`config.mk`:
```
export PLATFORM = sky130hd
export DESIGN_NAME = lps_ctrl
export DESIGN_NICKNAME = d
export VERILOG_FILES = /design/src/rtl/lps_pkg.sv /design/src/rtl/lps_idle_cnt.sv /design/src/rtl/lps_chan_fsm.sv /design/src/rtl/lps_ctrl.sv
export SDC_FILE = /design/constraint.sdc
export NUM_CORES = 1
export LEC_CHECK = 0
export ABC_AREA = 0
export CAP_MARGIN = 30
export CORE_MARGIN = 2
export CORE_UTILIZATION = 54
export CTS_CLUSTER_SIZE = 28
export DETAILED_ROUTE_END_ITERATION = 6
export HOLD_SLACK_MARGIN = 0.08
export PLACE_DENSITY = 0.74
export SLEW_MARGIN = 5
export SYNTH_ARGS = -nofsm -noshare
export SYNTH_HDL_FRONTEND = slang
export SYNTH_SLANG_ARGS = --single-unit
export TNS_END_PERCENT = 30
```
`constraint.sdc`:
```
create_clock -name clk -period 2.8 [get_ports clk]
set_clock_uncertainty 0.15 [all_clocks]
set_input_delay 0.28 -clock clk [delete_from_list [all_inputs] [get_ports clk]]
set_output_delay 0.28 -clock clk [all_outputs]
set_load 0.01 [all_outputs]
```
`src/rtl/lps_pkg.sv`:
```
package lps_pkg;

  typedef enum logic [2:0] {
    PS_STANDBY = 3'd0,
    PS_DETECT  = 3'd1,
    PS_ACTIVE  = 3'd2,
    PS_SLUMBER = 3'd3,
    PS_UNPLUG  = 3'd4
  } pstate_e;

  // True when the edge about to happen completes `lim` idle edges.
  function automatic logic idle_reached(input int unsigned cnt, input int unsigned lim);
    return (cnt + 1) >= lim;
  endfunction

  function automatic int unsigned max2(input int unsigned a, input int unsigned b);
    return (a > b) ? a : b;
  endfunction

endpackage

```
`src/rtl/lps_idle_cnt.sv`:
```
module lps_idle_cnt #(
  parameter int unsigned MAXC = 16,
  parameter int unsigned W    = $clog2(MAXC + 1)
) (
  input  logic         clk,
  input  logic         rst_n,
  input  logic         clr,
  output logic [W-1:0] cnt
);
  localparam logic [W-1:0] TOP = W'(MAXC);

  // Saturating counter of consecutive idle edges.
  always_ff @(posedge clk or negedge rst_n) begin
    if (!rst_n)          cnt <= '0;
    else if (clr)        cnt <= '0;
    else if (cnt != TOP) cnt <= cnt + 1'b1;
  end
endmodule

```
`src/rtl/lps_chan_fsm.sv`:
```
module lps_chan_fsm
  import lps_pkg::*;
#(
  parameter int unsigned SLUMBER_CYC = 8,
  parameter int unsigned REDET_CYC   = 16,
  parameter int unsigned CNT_W       = 5
) (
  input  logic       clk,
  input  logic       rst_n,
  input  logic       en_n,
  input  logic       rxdet_en,
  input  logic       sig_det,
  input  logic       load_ok,
  input  logic       det_done,
  output logic [2:0] state_o,
  output logic       det_req,
  output logic       squelch,
  output logic       term_on
);
  localparam int unsigned MAXC = max2(SLUMBER_CYC, REDET_CYC);

  pstate_e          st_q, nxt;
  logic [CNT_W-1:0] idle_cnt;
  logic             idle_clr;
  logic             sleep_due;
  logic             reprobe_due;
  logic             rearm;
  logic             req_d;

  lps_idle_cnt #(.MAXC(MAXC), .W(CNT_W)) u_idle (
    .clk   (clk),
    .rst_n (rst_n),
    .clr   (idle_clr),
    .cnt   (idle_cnt)
  );

  assign sleep_due   = !sig_det && idle_reached(32'(idle_cnt), SLUMBER_CYC);
  assign reprobe_due = rxdet_en && idle_reached(32'(idle_cnt), REDET_CYC);

  always_comb begin
    nxt = st_q;
    if (en_n) begin
      nxt = PS_STANDBY;
    end else begin
      unique case (st_q)
        PS_STANDBY: nxt = rxdet_en ? PS_DETECT : PS_ACTIVE;
        PS_DETECT: begin
          if (!rxdet_en)     nxt = PS_ACTIVE;
          else if (det_done) nxt = load_ok ? PS_SLUMBER : PS_UNPLUG;
        end
        PS_ACTIVE: begin
          if (sleep_due) nxt = PS_SLUMBER;
        end
        PS_SLUMBER: begin
          if (sig_det)          nxt = PS_ACTIVE;
          else if (reprobe_due) nxt = PS_DETECT;
        end
        PS_UNPLUG: begin
          if (sig_det || !rxdet_en)     nxt = PS_ACTIVE;
          else if (det_done && load_ok) nxt = PS_SLUMBER;
        end
        default: nxt = PS_STANDBY;
      endcase
    end
  end

  assign idle_clr = sig_det || (nxt != st_q);
  assign rearm    = (nxt == PS_UNPLUG) && det_done && !load_ok;
  assign req_d    = ((nxt == PS_DETECT) && (st_q != PS_DETECT)) || rearm;

  always_ff @(posedge clk or negedge rst_n) begin
    if (!rst_n) begin
      st_q    <= PS_STANDBY;
      det_req <= 1'b0;
    end else begin
      st_q    <= nxt;
      det_req <= req_d;
    end
  end

  assign state_o = st_q;
  assign squelch = !((st_q == PS_ACTIVE) && sig_det);
  assign term_on = (st_q != PS_STANDBY) && !((st_q == PS_UNPLUG) && rxdet_en);
endmodule

```
`src/rtl/lps_ctrl.sv`:
```
module lps_ctrl
  import lps_pkg::*;
#(
  parameter int unsigned NCH         = 2,
  parameter int unsigned SLUMBER_CYC = 130000,
  parameter int unsigned REDET_CYC   = 600000
) (
  input  logic             clk,
  input  logic             rst_n,
  input  logic [NCH-1:0]   en_n,
  input  logic             rxdet_en,
  input  logic [NCH-1:0]   sig_det,
  input  logic [NCH-1:0]   load_ok,
  input  logic [NCH-1:0]   det_done,
  output logic [3*NCH-1:0] pstate,
  output logic [NCH-1:0]   squelch,
  output logic [NCH-1:0]   det_req,
  output logic [NCH-1:0]   term_on,
  output logic             chip_pd
);
  localparam int unsigned MAXC  = max2(SLUMBER_CYC, REDET_CYC);
  localparam int unsigned CNT_W = $clog2(MAXC + 1);

  logic [NCH-1:0] parked;

  for (genvar i = 0; i < NCH; i++) begin : g_lane
    logic [2:0] st;

    lps_chan_fsm #(
      .SLUMBER_CYC (SLUMBER_CYC),
      .REDET_CYC   (REDET_CYC),
      .CNT_W       (CNT_W)
    ) u_fsm (
      .clk      (clk),
      .rst_n    (rst_n),
      .en_n     (en_n[i]),
      .rxdet_en (rxdet_en),
      .sig_det  (sig_det[i]),
      .load_ok  (load_ok[i]),
      .det_done (det_done[i]),
      .state_o  (st),
      .det_req  (det_req[i]),
      .squelch  (squelch[i]),
      .term_on  (term_on[i])
    );

    assign pstate[3*i +: 3] = st;
    assign parked[i]        = (st == PS_STANDBY);
  end

  assign chip_pd = &parked;
endmodule

```
==> impl_metrics.csv <==
group,metric,value,unit
cells_and_area,fin_cells,577,
global_route,antenna_found_initial,0,
clock_tree,cts.sinks,48,
detailed_routing,drc,0,
clock_tree,max-clock-path-buffers,2,
critical_path,endpoint_kind,"register",
timing,finalCritPeriodShare,99.3,%
floorplanning,rows,29,
power_and_ir_drop,vdd_ir_drop_max,0.267,mV
yosys,syn_avg_cell_area,8.20,sq um
yosys,synth_nets,455,
cells_and_area,utilization,70.7,%
cells_and_area,drive_above_1_share,23.2,%
placed_design,port_buffers,23,
yosys,yosysTopAreaCell,"dfrtp_1",
clock_tree,clk_latency,0.31,ns
timing,clock.fmax,360,MHz
yosys,synth_area,0.00361,sq mm
job,maxCapViolations,0,
floorplanning,die_w,85.7,microns
timing,max_slew_margin,57.8,%
power_and_ir_drop,p_sw,413,uW
power_and_ir_drop,fin_total_pwr,1.52,mW
critical_path,start_kind,"register",
yosys,synth_area_leaders,"dfrtp_1 (33%), xnor2_1 (5.6%), nor3_1 (5.1%), a21oi_1 (4.9%), xor2_1 (3.9%)",
timing,maxSlewViolCount,0,
floorplanning,die-area,0.00735,sq mm
placed_design,placedCellCount,559,
detailed_routing,first_pass_iters,5,
placed_design,dp_hpwl,6830,microns
clock_tree,cts_buffers,5,
floorplanning,io_pins,24,
detailed_routing,via_count,3630,
power_and_ir_drop,clock_power_share,35.8,%
yosys,synth_common_cells,"dfrtp_1 (48), nor3_1 (37), a21oi_1 (35), nand2_1 (28), nor2_1 (24)",
yosys,synth_edf_count,0,
power_and_ir_drop,share_seq_of_total_power,47.6,%
yosys,synthArstFlopShare,100,%
detailed_routing,finalWirelength,9520,microns
yosys,synth_ff_type,"dfrtp_1",
critical_path,crit_arrival,2.82,ns
floorplanning,dieHeight,85.7,microns
global_route,grt.total_usage,26.4,%
cells_and_area,area_delta_synth_final,25.1,%
power_and_ir_drop,powerDensity,338,mW/mm^2
timing,setup_viol,0,
yosys,ys_seq_area_share,33.3,%
critical_path,critical_path_class,"register to register",
yosys,yosysMostFrequentCell,"dfrtp_1",
floorplanning,core,0.00639,sq mm
yosys,yosysTopAreaCellShare,33.3,%
detailed_routing,wl_per_cell,16.5,microns
global_route,grt_pass1_vias,3411,
global_route,overflow,0,
cells_and_area,nNetsFinal,514,
clock_tree,h-tree-depth,2,
yosys,synth_cell_types,65,
power_and_ir_drop,p_int,1.11,mW
yosys,yosys_warnings,0,
timing,finalCriticalPeriod,2.78,ns
placed_design,dp_slack,-0.0832,ns
power_and_ir_drop,leakage,1.68,nW
detailed_routing,drt_iter0_markers,322,
timing,worst_pin_slew,0.634,ns
detailed_routing,ant_nets,0,
critical_path,cp.required,2.84,ns
power_and_ir_drop,swShare,27.1,%
clock_tree,clk_pin_slew,0.10,ns
critical_path,critPathMaxFanout,10,
global_route,grt_pass1_wl,15800,microns
clock_tree,tritoncts,"done",
timing,rsz0062_at_grt,"true",
placed_design,place_congestion,0.884,
detailed_routing,vias_per_cell,6.29,
timing,setup_tns,0,ns
timing,worst_slack,0.0203,ns
clock_tree,root_buffer,"clkbuf_8",
status,status,"completed",
hold_path,worstHoldPathType,"input pin to asynchronous set/reset pin",
yosys,ys_seq_elements,48,
cells_and_area,diodes,0,
power_and_ir_drop,pwr-share-comb,16.6,%
floorplanning,start_util,56.5,%
yosys,syn_inst,440,
timing,hold_violations,0,
global_route,grt_max_degree,28,
cell usage in the layout, fill, tap and decap left out, types with 3 or more instances in the layout:
master and n:
buf_4 66, dfrtp_1 42, a21oi_1 34, nor3_1 33
nand2_1 28, nor2_1 24, xnor2_1 23, clkdlybuf4s50_1 22
nand4_1 20, inv_1 18, nand3_1 17, xor2_1 16
nor4_1 12, o21ai_0 12, nand2b_1 8, clkbuf_8 6
dfrtp_2 6, and3_1 5, nor3_2 5, or3_1 4
mux2i_1 4, o31ai_1 4, or2_2 4, and2_1 3
and4_1 3, a211o_1 3, o41ai_1 3, nor2b_1 3
a41oi_1 3
layout make-up:
class / instances / area, sq um
clock buffers: 6 / 82.6
clock inverters: 2 / 38.8
fillers: 487 / 1870
inverters: 18 / 67.6
multi-input cells: 335 / 2280
flip-flops and latches: 48 / 1210
well taps: 77 / 96.3
repair buffers: 91 / 736
sequential cells by signal, indices dropped and copies added (netlist names):
| register | count |
|---|---|
| g_lane.u_fsm.det_req | 2 |
| g_lane.u_fsm.state_o | 6 |
| g_lane.u_fsm.u_idle.cnt | 40 |
repair_timing:
item                                    in CTS  in global routing
gates cloned                                 1                  0
setup buffers                                1                  7
gates resized for setup                      4                 29
hold endpoints to repair                    26                  0
pin swaps                                    1                  7
endpoints found under the setup margin      20                 42
hold buffers                                 1                  0
power by group through the flow:
stage          Sequential, mW  Combinational (mW)  Clock [mW]
2_1_floorplan           0.732               0.135           0
3_3_place_gp            0.734               0.231           0
3_5_place_dp            0.734               0.237           0
4_1_cts                 0.721               0.243       0.551
5_1_grt                 0.727               0.282       0.589
6_report                0.725               0.253       0.546
metrics by stage:
step	instance area (sq um)	hold WS, ns
6_report	4510	0.363
5_1_grt	4510	0.424
4_1_cts	4350	0.389
3_5_place_dp	4190	0.187
3_3_place_gp	4190	0.173
2_1_floorplan	3610	-0.166
cell families after synthesis:
family          synth area share [%]
mux                             1.42
flops                           33.3
compound gates                  18.4
buf+inv                         6.94
simple gates                    29.0
fa+ha+maj                       1.39
xor+xnor                        9.47
routing by layer:
layer	GRT usage, %	share of wire [%]	vias up
li1	-	-	1731
met3	4.23	5.3	15
met5	0	0	-
met4	8.80	1.3	0
met2	40.6	48	119
met1	38.0	46	1765
worst paths after layout:
path | start | to | slack (ns) | depth (start not counted)
setup / recovery | g_lane[0].u_fsm.u_idle.cnt[0]$_DFFE_PN0P_ | g_lane[0].u_fsm.u_idle.cnt[10]$_DFFE_PN0P_ | 0.02 | 11
hold / removal | rst_n | g_lane[1].u_fsm.state_o[2]$_DFF_PN0_ | 0.36 | 2
setup reg to reg | g_lane[0].u_fsm.u_idle.cnt[0]$_DFFE_PN0P_ | g_lane[0].u_fsm.u_idle.cnt[10]$_DFFE_PN0P_ | 0.02 | 11
hold reg to reg | g_lane[1].u_fsm.u_idle.cnt[5]$_DFFE_PN0P_ | g_lane[1].u_fsm.u_idle.cnt[5]$_DFFE_PN0P_ | 0.49 | 2
max in group asynchronous | rst_n | g_lane[1].u_fsm.u_idle.cnt[4]$_DFFE_PN0P_ | 1.39 | 3
min in group clk | g_lane[1].u_fsm.u_idle.cnt[5]$_DFFE_PN0P_ | g_lane[1].u_fsm.u_idle.cnt[5]$_DFFE_PN0P_ | 0.49 | 2
worst max-delay path: stages (launching register included):
cell	delay, ns
dfrtp_1	0.40
buf_4	0.15
nand4_1	0.12
buf_4	0.20
nor3_1	0.24
xnor2_1	0.14
buf_4	0.16
nor4b_2	0.34
a31oi_2	0.18
o31ai_2	0.26
buf_4	0.24
nor3_1	0.07
(Power assumes the default switching activity.)
